[src/rtl/gpio_wake_pkg.sv]
package gpio_wake_pkg;

    // Event flag life cycle: three arming states fill the synchroniser
    typedef enum logic [2:0] {
        EVT_ARM0 = 3'd0,
        EVT_ARM1 = 3'd1,
        EVT_ARM2 = 3'd2,
        EVT_IDLE = 3'd3,
        EVT_PEND = 3'd4
    } evt_state_e;

    // Stored mode bits, one pair per pin group
    typedef struct packed {
        logic od_hi;
        logic pu_hi;
        logic od_lo;
        logic pu_lo;
    } pad_mode_t;

    // Mode register bit positions
    localparam int MODE_PU_LO = 0;
    localparam int MODE_OD_LO = 1;
    localparam int MODE_PU_HI = 4;
    localparam int MODE_OD_HI = 5;

    // Register offsets from the base address
    localparam logic [7:0] OFF_DATA = 8'd0;
    localparam logic [7:0] OFF_DIR  = 8'd1;
    localparam logic [7:0] OFF_MODE = 8'd2;
    localparam logic [7:0] OFF_IEN  = 8'd3;

endpackage

[src/rtl/gpio_wake_regs.sv]
module gpio_wake_regs
    import gpio_wake_pkg::*;
#(
    parameter int         PINS      = 7,
    parameter logic [7:0] BASE_ADDR = 8'hEC
) (
    input  logic            clk,
    input  logic            rst_n,
    input  logic            bus_we,
    input  logic [7:0]      bus_addr,
    input  logic [7:0]      bus_wdata,
    input  logic [PINS-1:0] pin_level,
    output logic [7:0]      bus_rdata,
    output logic [PINS-1:0] latch_q,
    output logic [PINS-1:0] dir_q,
    output logic [PINS-1:0] ien_q,
    output pad_mode_t       mode_q
);

    logic [7:0]      offset;
    logic [PINS-1:0] data_view;
    logic            unused_wbits;

    assign offset       = bus_addr - BASE_ADDR;
    assign unused_wbits = ^bus_wdata;

    always_ff @(posedge clk or negedge rst_n) begin
        if (!rst_n) begin
            latch_q <= '0;
            dir_q   <= '0;
            ien_q   <= '0;
            mode_q  <= '0;
        end else if (bus_we) begin
            unique case (offset)
                OFF_DATA: latch_q <= bus_wdata[PINS-1:0];
                OFF_DIR:  dir_q   <= bus_wdata[PINS-1:0];
                OFF_IEN:  ien_q   <= bus_wdata[PINS-1:0];
                OFF_MODE: begin
                    mode_q.pu_lo <= bus_wdata[MODE_PU_LO];
                    mode_q.od_lo <= bus_wdata[MODE_OD_LO];
                    mode_q.pu_hi <= bus_wdata[MODE_PU_HI];
                    mode_q.od_hi <= bus_wdata[MODE_OD_HI];
                end
                default: ;
            endcase
        end
    end

    // Output pins show their latch, input pins their synchronised level
    always_comb begin
        for (int i = 0; i < PINS; i++) begin
            data_view[i] = dir_q[i] ? latch_q[i] : pin_level[i];
        end
    end

    always_comb begin
        bus_rdata = '0;
        unique case (offset)
            OFF_DATA: bus_rdata[PINS-1:0] = data_view;
            OFF_DIR:  bus_rdata[PINS-1:0] = dir_q;
            OFF_IEN:  bus_rdata[PINS-1:0] = ien_q;
            OFF_MODE: begin
                bus_rdata[MODE_PU_LO] = mode_q.pu_lo;
                bus_rdata[MODE_OD_LO] = mode_q.od_lo;
                bus_rdata[MODE_PU_HI] = mode_q.pu_hi;
                bus_rdata[MODE_OD_HI] = mode_q.od_hi;
            end
            default: bus_rdata = '0;
        endcase
    end

endmodule

[src/rtl/gpio_wake_sync.sv]
module gpio_wake_sync #(
    parameter int PINS = 7
) (
    input  logic            clk,
    input  logic            rst_n,
    input  logic [PINS-1:0] pin_in,
    output logic [PINS-1:0] pin_level,
    output logic [PINS-1:0] pin_chg
);

    for (genvar g = 0; g < PINS; g++) begin : g_pin
        logic meta_q;
        logic sync_q;
        logic prev_q;

        always_ff @(posedge clk or negedge rst_n) begin
            if (!rst_n) begin
                meta_q <= 1'b0;
                sync_q <= 1'b0;
                prev_q <= 1'b0;
            end else begin
                meta_q <= pin_in[g];
                sync_q <= meta_q;
                prev_q <= sync_q;
            end
        end

        assign pin_level[g] = sync_q;
        assign pin_chg[g]   = sync_q ^ prev_q;
    end

endmodule

[src/rtl/gpio_wake_pad.sv]
module gpio_wake_pad
    import gpio_wake_pkg::*;
#(
    parameter int PINS     = 7,
    parameter int LO_PINS  = 4
) (
    input  logic [PINS-1:0] latch_q,
    input  logic [PINS-1:0] dir_q,
    input  pad_mode_t       mode_q,
    output logic [PINS-1:0] pad_oe,
    output logic [PINS-1:0] pad_do,
    output logic [PINS-1:0] pad_pu
);

    for (genvar g = 0; g < PINS; g++) begin : g_pad
        logic od_sel;
        logic pu_sel;

        if (g < LO_PINS) begin : g_lo
            assign od_sel = mode_q.od_lo;
            assign pu_sel = mode_q.pu_lo;
        end else begin : g_hi
            assign od_sel = mode_q.od_hi;
            assign pu_sel = mode_q.pu_hi;
        end

        // Open-drain only pulls low; a latch of 1 releases the pad
        assign pad_oe[g] = dir_q[g] & ~(od_sel & latch_q[g]);
        assign pad_do[g] = latch_q[g] & ~od_sel;
        assign pad_pu[g] = pu_sel;
    end

endmodule

[src/rtl/gpio_wake_evt.sv]
module gpio_wake_evt
    import gpio_wake_pkg::*;
#(
    parameter int PINS = 7
) (
    input  logic            clk,
    input  logic            rst_n,
    input  logic [PINS-1:0] pin_chg,
    input  logic [PINS-1:0] dir_q,
    input  logic [PINS-1:0] ien_q,
    input  logic            evt_clr,
    input  logic            wake_en,
    input  logic            irq_en,
    output logic            evt_pend,
    output logic            halt_release,
    output logic            irq_req
);

    evt_state_e state_q;
    evt_state_e state_d;
    logic       edge_hit;

    assign edge_hit = |(pin_chg & ~dir_q & ien_q);

    always_ff @(posedge clk or negedge rst_n) begin
        if (!rst_n) begin
            state_q <= EVT_ARM0;
        end else begin
            state_q <= state_d;
        end
    end

    always_comb begin
        state_d = state_q;
        unique case (state_q)
            EVT_ARM0: state_d = EVT_ARM1;
            EVT_ARM1: state_d = EVT_ARM2;
            EVT_ARM2: state_d = EVT_IDLE;
            EVT_IDLE: if (edge_hit) state_d = EVT_PEND;
            EVT_PEND: if (evt_clr && !edge_hit) state_d = EVT_IDLE;
            default:  state_d = EVT_IDLE;
        endcase
    end

    always_comb begin
        evt_pend     = (state_q == EVT_PEND);
        halt_release = evt_pend & wake_en;
        irq_req      = evt_pend & irq_en;
    end

endmodule

[src/rtl/gpio_wake_port.sv]
module gpio_wake_port
    import gpio_wake_pkg::*;
#(
    parameter int         PINS      = 7,
    parameter int         LO_PINS   = 4,
    parameter logic [7:0] BASE_ADDR = 8'hEC
) (
    input  logic            clk,
    input  logic            rst_n,
    input  logic            bus_we,
    input  logic [7:0]      bus_addr,
    input  logic [7:0]      bus_wdata,
    output logic [7:0]      bus_rdata,
    input  logic            evt_clr,
    input  logic            wake_en,
    input  logic            irq_en,
    input  logic [PINS-1:0] pin_in,
    output logic [PINS-1:0] pad_oe,
    output logic [PINS-1:0] pad_do,
    output logic [PINS-1:0] pad_pu,
    output logic            halt_release,
    output logic            irq_req
);

    logic [PINS-1:0] latch_q;
    logic [PINS-1:0] dir_q;
    logic [PINS-1:0] ien_q;
    pad_mode_t       mode_q;
    logic [PINS-1:0] pin_level;
    logic [PINS-1:0] pin_chg;
    logic            evt_pend;

    gpio_wake_sync #(.PINS(PINS)) sync_i (
        .clk       (clk),
        .rst_n     (rst_n),
        .pin_in    (pin_in),
        .pin_level (pin_level),
        .pin_chg   (pin_chg)
    );

    gpio_wake_regs #(.PINS(PINS), .BASE_ADDR(BASE_ADDR)) regs_i (
        .clk       (clk),
        .rst_n     (rst_n),
        .bus_we    (bus_we),
        .bus_addr  (bus_addr),
        .bus_wdata (bus_wdata),
        .pin_level (pin_level),
        .bus_rdata (bus_rdata),
        .latch_q   (latch_q),
        .dir_q     (dir_q),
        .ien_q     (ien_q),
        .mode_q    (mode_q)
    );

    gpio_wake_pad #(.PINS(PINS), .LO_PINS(LO_PINS)) pad_i (
        .latch_q (latch_q),
        .dir_q   (dir_q),
        .mode_q  (mode_q),
        .pad_oe  (pad_oe),
        .pad_do  (pad_do),
        .pad_pu  (pad_pu)
    );

    gpio_wake_evt #(.PINS(PINS)) evt_i (
        .clk          (clk),
        .rst_n        (rst_n),
        .pin_chg      (pin_chg),
        .dir_q        (dir_q),
        .ien_q        (ien_q),
        .evt_clr      (evt_clr),
        .wake_en      (wake_en),
        .irq_en       (irq_en),
        .evt_pend     (evt_pend),
        .halt_release (halt_release),
        .irq_req      (irq_req)
    );

endmodule

[config.mk]
export PLATFORM = sky130hd
export DESIGN_NAME = gpio_wake_port
export DESIGN_NICKNAME = d
export VERILOG_FILES = /design/src/rtl/gpio_wake_pkg.sv /design/src/rtl/gpio_wake_regs.sv /design/src/rtl/gpio_wake_sync.sv /design/src/rtl/gpio_wake_pad.sv /design/src/rtl/gpio_wake_evt.sv /design/src/rtl/gpio_wake_port.sv
export SDC_FILE = /design/constraint.sdc
export NUM_CORES = 1
export LEC_CHECK = 0
export BUFFER_PORTS_ARGS = -buffer_cell sky130_fd_sc_hd__buf_2
export CORE_ASPECT_RATIO = 1.25
export CORE_MARGIN = 8
export CORE_UTILIZATION = 45
export CTS_CLUSTER_SIZE = 8
export DETAILED_ROUTE_END_ITERATION = 10
export PLACE_DENSITY = 0.73
export SLEW_MARGIN = 20
export SYNTH_ARGS = -nofsm -noshare
export SYNTH_HDL_FRONTEND = slang
export SYNTH_SLANG_ARGS = --single-unit
[constraint.sdc]
create_clock -name clk -period 2.71 [get_ports clk]
set_input_delay 0.4065 -clock clk [delete_from_list [all_inputs] [get_ports clk]]
set_output_delay 0.4065 -clock clk [all_outputs]
set_load 0.005 [all_outputs]
==> results of run 1 <==
[sequential cells by signal, summed over array words and instances (netlist names)]
name,flops
sync_i.g_pin.prev_q,7
regs_i.latch_q,7
regs_i.ien_q,7
regs_i.dir_q,7
evt_i.state_q,3
sync_i.g_pin.meta_q,7
regs_i.mode_q,4
sync_i.g_pin.sync_q,7
[layer usage]
metal | track usage [%] | routed length (um)
met1 | 16.0 | 2080
met2 | 22.0 | 2440
met3 | 3.99 | 250
met4 | 4.80 | 19
met5 | 0 | 0
[layout by cell type (no fill, tap or decap), types with 2 or more instances in the layout]
master / Yosys / final
a21boi_0: 6 / 6
o21a_1: 3 / 3
inv_1: 5 / 5
xor2_1: 7 / 7
mux2_2: 28 / 28
dfrtp_1: 49 / 49
clkbuf_8: 0 / 6
nand3b_1: 3 / 3
nor2_1: 17 / 17
and3_1: 2 / 2
nor2b_1: 11 / 11
o21ai_0: 2 / 2
a22oi_1: 3 / 3
buf_2: 0 / 57
a211oi_1: 8 / 8
mux2i_1: 4 / 4
a21oi_1: 4 / 4
[path summary, 6_finish.rpt]
check,start,end,slack [ns]
setup / recovery,bus_addr[1],bus_rdata[2],0.84
min in group clk,pin_in[6],sync_i.g_pin[6].meta_q,0.21
max in group asynchronous,rst_n,sync_i.g_pin[5].meta_q,1.89
hold / removal,rst_n,sync_i.g_pin[2].meta_q,0.08
setup reg to reg,sync_i.g_pin[6].sync_q,evt_i.state_q[0],0.98
hold reg to reg,sync_i.g_pin[5].meta_q,sync_i.g_pin[5].sync_q,0.35
[final cells by class]
class | count | area share, %
repair buffers | 58 | 11.1
well taps | 60 | 2.85
clock inverters | 1 | 1.14
inverters | 5 | 0.713
multi-input cells | 113 | 34.3
flip-flops and latches | 49 | 46.6
clock buffers | 7 | 3.28
[kinds of logic (layout without fill, tap and decap cells)]
kind of cell / Yosys count / after routing / synth area share [%]
buffers and inverters: 18 / 71 / 4.87
AND/OR/NAND/NOR: 42 / 42 / 11.4
AO/OA/AOI/OAI: 31 / 31 / 10.2
multiplexers: 32 / 32 / 15.9
XOR/XNOR: 7 / 7 / 2.74
other: 1 / 1 / 0.168
flip-flops: 49 / 49 / 54.8
[power breakdown]
| group | internal (mW) | leakage, nW | switching, mW |
|---|---|---|---|
| Clock | 0.301 | 0.0585 | 0.227 |
| Combinational | 0.0808 | 0.681 | 0.0796 |
| Sequential | 0.781 | 0.622 | 0.0431 |
| Total | 1.16 | 1.36 | 0.349 |
[stage by stage]
stage / hold WS, ns / area (um2) / utilization (%)
2_1_floorplan: 0.111 / 2240 / -
6_report: 0.0823 / 2630 / 55.2
5_1_grt: 0.102 / 2630 / 55.2
3_5_place_dp: 0.337 / 2510 / 52.8
4_1_cts: 0.0831 / 2630 / 55.2
3_3_place_gp: 0.332 / 2510 / 52.8
==> summary.md, run 1 <==
| Metric | Value |
|---|---|
| Antenna violations before repair | `0` |
| Clock transition at the registers of the reported paths | `0.08 ns` |
| CTS tree | `done` |
| CP max FO | `17` |
| Top cells by area, synth | `dfrtp_1 (55%), mux2_2 (14%), nor2b_1 (3.1%)` |
| Total wire length | `4790 um` |
| Min Tclk post-route | `1.87 ns` |
| Leakage | `1.36 nW` |
| Most used cell, CP | `buf_2` |
| Total global-route track usage | `13.3%` |
| Drt pass-1 iters | `4` |
| Chip width | `between 70 and 80 um` |
| DRC violations left | `0` |
| Final hold vios | `0` |
| Fmax | `0.535 GHz` |
| Worst path depth | `5` |
| Synthesized cell area | `2240 um2` |
| Initial Util | `roughly 47%` |
| Final Max Slew Viols | `0` |
| Sequential cell area | `1230 um2` |
| Skew final | `0.00818 ns` |
| TritonCTS Sinks | `49` |
| Layout cells sized above 1 | `42.9%` |
| Core Area | `4760 um2` |
| R2R cell count | `5` |
| Share of the synthesized area in the top cell type | `54.8%` |
| Final Instance Count excl. Fillers | `approximately 290` |
| Area grow syn2layout | `17.6%` |
| GP Congestion | `0.744` |
| Total CTS buffers | `5` |
| H-tree Lvls | `2` |
| Worst skew pair latency | `about 0.3 ns` |
| Worst-Margin Slew | `0.532 ns` |
| First-pass GRT wire length | `7780 um` |
| Die ar. | `7500 um2` |
| Die height | `94.8 um` |
| Synth Flop Type | `dfrtp_1` |
| Data required time of the worst path | `2.30 ns` |
| Area of the multi-input gates | `roughly 900 um2` |
| CP endpoint kind | `output pin` |
| Port Buf Inserts | `57` |
| Cells after Synth | `180` |
| Tot Pwr | `1.51 mW` |
| Post-synth EDFFs | `0` |
| Routed Antenna Nets | `0` |
| Setup TNS | `0 ns` |
| Count leader, synth | `dfrtp_1` |
| Startpoint Class | `primary input` |
| Slowest-stage cell, CP | `mux2_2` |
| Arrival @ worst endpoint | `approximately 1.5 ns` |
| CTS Buffer Depth | `2` |
| Power Dens Cells | `~570 nW/um2` |
| Ys Warns | `0` |
| Run status | `completed` |
| Commonest cells in the netlist | `dfrtp_1 (49), mux2_2 (28), nor2_1 (17)` |
| Yosys reg bits | `49` |
| Via count | `1529` |
| Cells after DPL | `285` |
| Buf+Inv Stages, Crit Path | `2` |
| Register area share after synthesis | `54.8%` |
| Fill count | `456` |
| Slowest stage delay, CP | `between 0.3 and 0.4 ns` |
| CP Cell Sequence | `buf_2 -> mux2_2 -> a21oi_1 -> nor2_1 -> buf_2` |
| WS Path Type | `in -> out` |
| FP Rows | `28` |
| Root Driver | `clkbuf_8` |
| Class of the worst hold path | `in -> async` |
| Vias per inst | `roughly 5.2` |
| Final net count | `261` |
| Hold buffer count at cts | `0` |
| DP Worst Slack | `between 0.5 and 0.6 ns` |
| Final setup margin | `0.841 ns` |
| Async SR Flop Fraction | `100%` |
| IO Count | `60` |
| Maximum vdd drop | `0.337 mV` |
| Vias in the first global route | `~1.6k` |
| Syn Nets | `between 200 and 250` |
| HPWL after detailed placement | `3440 um` |
| Largest net degree at the start of global routing | `27` |
| Detailed Route Iter0 Violations | `78` |
| Max-slew headroom | `64.5%` |
| CTS resizes | `0` |
| Setup Viol. Count Final | `0` |
| Setup bufs post-CTS | `0` |
| Synth Area per Inst | `roughly 12 um2` |
| Fin crit share | `69.0%` |
| Dominant cell type by area after synthesis | `dfrtp_1` |
| DR WL/cell | `around 16 um` |
| Delay-heaviest family, CP | `buffers and inverters` |
| Diode count | `0` |
| Maxcap violations | `0` |
| RSZ-0062 raised after global routing | `false` |
| Synth unique cells | `34` |
| Residual overflow from global routing | `0` |
Note: power is estimated with default switching activity, not from simulation.
==> run 2, diff against run 1 <==
--- a/config.mk
+++ b/config.mk
@@ -5,13 +5,14 @@
 export SDC_FILE = /design/constraint.sdc
 export NUM_CORES = 1
 export LEC_CHECK = 0
+export ABC_AREA = 1
 export BUFFER_PORTS_ARGS = -buffer_cell sky130_fd_sc_hd__buf_2
 export CORE_ASPECT_RATIO = 1.25
 export CORE_MARGIN = 8
 export CORE_UTILIZATION = 45
 export CTS_CLUSTER_SIZE = 8
 export DETAILED_ROUTE_END_ITERATION = 10
-export PLACE_DENSITY = 0.73
+export PLACE_DENSITY = 0.72
 export SLEW_MARGIN = 20
 export SYNTH_ARGS = -nofsm -noshare
 export SYNTH_HDL_FRONTEND = slang
==> constraint.sdc (replaced) <==
create_clock -name clk -period 1.72 [get_ports clk]
set_input_delay 0.258 -clock clk [delete_from_list [all_inputs] [get_ports clk]]
set_output_delay 0.258 -clock clk [all_outputs]
set_load 0.005 [all_outputs]
==> run 2 against run 1 <==
Effect of this change:
- first-iteration DRC count increased by 42%
- synthesized cell count increased by 57%
- global-route usage increased by 0.37 points
- critical path depth increased by 1
- cell area increased by 10%
- non-clock buffer count increased by 4
- die area increased by 7.4%
- combinational power increased by 120%
- final cell count increased by 38%
- worst hold slack got worse by 0.033 ns
- clock-buffer cell count decreased by 2
==> summary.md, run 2 <==
| Metric | Value |
|---|---|
| Run status | `completed` |
| Startpoint Class | `primary input` |
| Async SR Flop Fraction | `100%` |
| Clock transition at the registers of the reported paths | `0.09 ns` |
| Initial Util | `45.8%` |
| Internal Power | `1.66 mW` |
| Sequential cell area | `1230 um2` |
| Fin crit share | `96.7%` |
| Design area | `2900 um2` |
| Port Buf Inserts | `between 50 and 60` |
| Largest net degree at the start of global routing | `34` |
| Most frequent cells in the layout | `buf_2 (56), inv_1 (52), nand2_1 (51), dfrtp_1 (48), nor2_1 (29)` |
| Antenna violations before repair | `0` |
| DR WL/cell | `between 10 and 15 um` |
| Total wire length | `5400 um` |
| Synth Area in XOR/XNOR | `0%` |
| Sequential power share | `56.3%` |
| Ys Warns | `0` |
| Detailed Route Iter0 Violations | `~110` |
| Share of the synthesized area in the top cell type | `50.2%` |
| Data required time of the worst path | `1.46 ns` |
| Sw Share | `28.5%` |
| Top cells by area, synth | `dfrtp_1 (50%), inv_1 (8.0%), nand2_1 (7.8%)` |
| HPWL after detailed placement | `3990 um` |
| Final hold vios | `0` |
| Yosys reg bits | `49` |
| Switching Power | `662 uW` |
| Largest family of logic cells by synthesized area | `simple AND/OR/NAND/NOR gates` |
| Final net count | `approximately 370` |
| CP endpoint kind | `output pin` |
| Synth Area per Inst | `8.63 um2` |
| Mux cell area share after synthesis | `0%` |
| CP max FO | `4` |
| Fill count | `509` |
| Drt pass-1 iters | `4` |
| TritonCTS Sinks | `49` |
| FP Rows | `30` |
| Root Driver | `clkbuf_8` |
| Routed Antenna Nets | `0` |
| Setup Viol. Count Final | `0` |
| Total global-route track usage | `13.7%` |
| Delay-heaviest family, CP | `simple AND/OR/NAND/NOR gates` |
| Area grow syn2layout | `18.6%` |
| CTS tree | `done` |
| Via count | `1961` |
| Maximum vdd drop | `0.485 mV` |
| Synth unique cells | `24` |
| H-tree Lvls | `2` |
| Final Max Slew Viols | `0` |
| Slowest stage delay, CP | `0.33 ns` |
| Arrival @ worst endpoint | `between 1 and 1.5 ns` |
| Core Area | `roughly 5300 um2` |
| Die ar. | `8060 um2` |
| Min Tclk post-route | `~1.7 ns` |
| WS Path Type | `in -> out` |
| CP Cell Sequence | `buf_2 -> nand3_4 -> nor3_4 -> nand3_2 -> o221ai_1 -> buf_2` |
| Vias per inst | `roughly 4.9` |
| Layout cells sized above 1 | `approximately a third` |
| Register area share after synthesis | `50.2%` |
| Skew final | `0.00897 ns` |
| Most used cell, CP | `buf_2` |
| Chip width | `~82 um` |
| Dominant cell type by area after synthesis | `dfrtp_1` |
| Final Instance Count excl. Fillers | `roughly 400` |
| Slowest-stage cell, CP | `nor3_4` |
| Synth Flop Type | `dfrtp_1` |
| Class of the worst hold path | `in -> reg` |
| Worst skew pair latency | `0.31 ns` |
| Post-synth EDFFs | `0` |
| First-pass GRT wire length | `8790 um` |
| Commonest cells in the netlist | `inv_1 (52), nand2_1 (51), dfrtp_1 (49)` |
| GP Congestion | `0.785` |
| Vias in the first global route | `1914` |
| Diode count | `0` |
| Power Dens Cells | `roughly 800 nW/um2` |
| Leakage | `roughly 1.5 nW` |
| Buf+Inv Stages, Crit Path | `2` |
| Total CTS buffers | `5` |
| Cells after Synth | `283` |
| Area of the multi-input gates | `956 um2` |
| Post-Synth Adder-Cell Area | `0%` |
| Clock network fraction of total power | `28.7%` |
| Cells after DPL | `approximately 390` |
| Dpl cell area | `2730 um2` |
| Syn Nets | `about 310` |
| CTS Buffer Depth | `2` |
| Commonest non-fill, non-tap cell in the layout | `buf_2` |
| Maxcap violations | `0` |
| Synthesized cell area | `between 2000 and 2500 um2` |
| IO Count | `60` |
| Fmax | `0.601 GHz` |
| Die height | `slightly below 100 um` |
| Post-Synth Simple-Gate Area | `22.3%` |
| Compound-gate portion of the synthesized area | `around 15%` |
| Residual overflow from global routing | `0` |
| Count leader, synth | `inv_1` |
| DRC violations left | `0` |
| Comb pwr share | `15.0%` |
-- run 2: changes by cell type after synthesis, sizes merged, moves of 4 or more --
cell,delta
o21ai,+27
nand2,+62
a211oi,-8
xor2,-7
inv,+49
a21oi,+8
nor2b,-11
mux2,-28
nand3,+14
nor3,+4
nor2,+12
mux2i,-4
-- run 2: routing by layer --
layer | vias to the layer above | share of wire, % | global-route usage [%]
met5 | - | 0 | 0
met4 | 0 | 1.7 | 6.10
met3 | 7 | 7.0 | 3.13
met2 | 54 | 51 | 22.2
met1 | 914 | 41 | 16.4
li1 | 986 | - | -
-- run 2: timing repair --
item	4_1_cts	5_1_grt
hold buffers	1	0
endpoints found under the setup margin	0	5
buffers inserted	0	2
gates resized for setup	0	11
endpoints found under the hold margin	16	0
-- run 2: kinds of logic (layout without fill, tap and decap cells) --
kind of cell / Yosys count / in the layout
buf+inv: 67 / 124
simple gates: 115 / 115
flops: 49 / 49
compound gates: 51 / 51
other cells: 1 / 1
-- run 2: worst paths after layout --
| check | start | endpoint | slack, ns | cells after the start |
|---|---|---|---|---|
| worst max-delay path | bus_addr[6] | bus_rdata[6] | 0.06 | 6 |
| worst min-delay path | pin_in[0] | sync_i.g_pin[0].meta_q | 0.05 | 1 |
| worst max register to register | regs_i.dir_q[1] | evt_i.state_q[1] | 0.44 | 7 |
| worst min register to register | sync_i.g_pin[4].meta_q | sync_i.g_pin[4].sync_q | 0.35 | 0 |
| max in group asynchronous | rst_n | regs_i.mode_q[1] | 0.80 | 3 |
| min in group asynchronous | rst_n | regs_i.latch_q[5] | 0.41 | 2 |
-- run 2: per-stage QoR --
stage	power (mW)	hold WS (ns)	TNS (ns)	utilization [%]	setup WS, ns
finish	2.32	0.0497	0	54.4	0.0571
detailed placement	1.67	0.216	0	51.3	0.0752
global route	2.45	0.0440	-0.0432	54.4	-0.0189
floorplan	1.54	-0.0376	0	-	0.469
global placement	1.66	0.213	0	51.3	0.106
CTS	2.34	0.0484	0	53.1	0.0726
-- run 2: power groups by stage --
stage               logic, mW  clock network [mW]  registers, mW
global placement        0.332                   0           1.33
detailed placement      0.345                   0           1.33
CTS                     0.347               0.687           1.31
finish                  0.349               0.668           1.31
global route            0.399               0.727           1.32
floorplan               0.233                   0           1.31
-- run 2: final cells by class --
| cell class | count | area share [%] |
|---|---|---|
| multi-input cells | 167 | 33.0 |
| clock buffers | 5 | 2.37 |
| well taps | 64 | 2.76 |
| flip-flops and latches | 49 | 42.4 |
| inverters | 54 | 7.17 |
| repair buffers | 62 | 11.7 |
| clock inverters | 3 | 0.604 |
-- run 2: worst reg2reg max path: stages (launching register included) --
cell and delay, ns:
dfrtp_1 0.45, nor2_1 0.15, nand3_1 0.08, nand2_1 0.10, nor2_1 0.07, nand3_1 0.11, inv_1 0.06, o21a_1 0.16
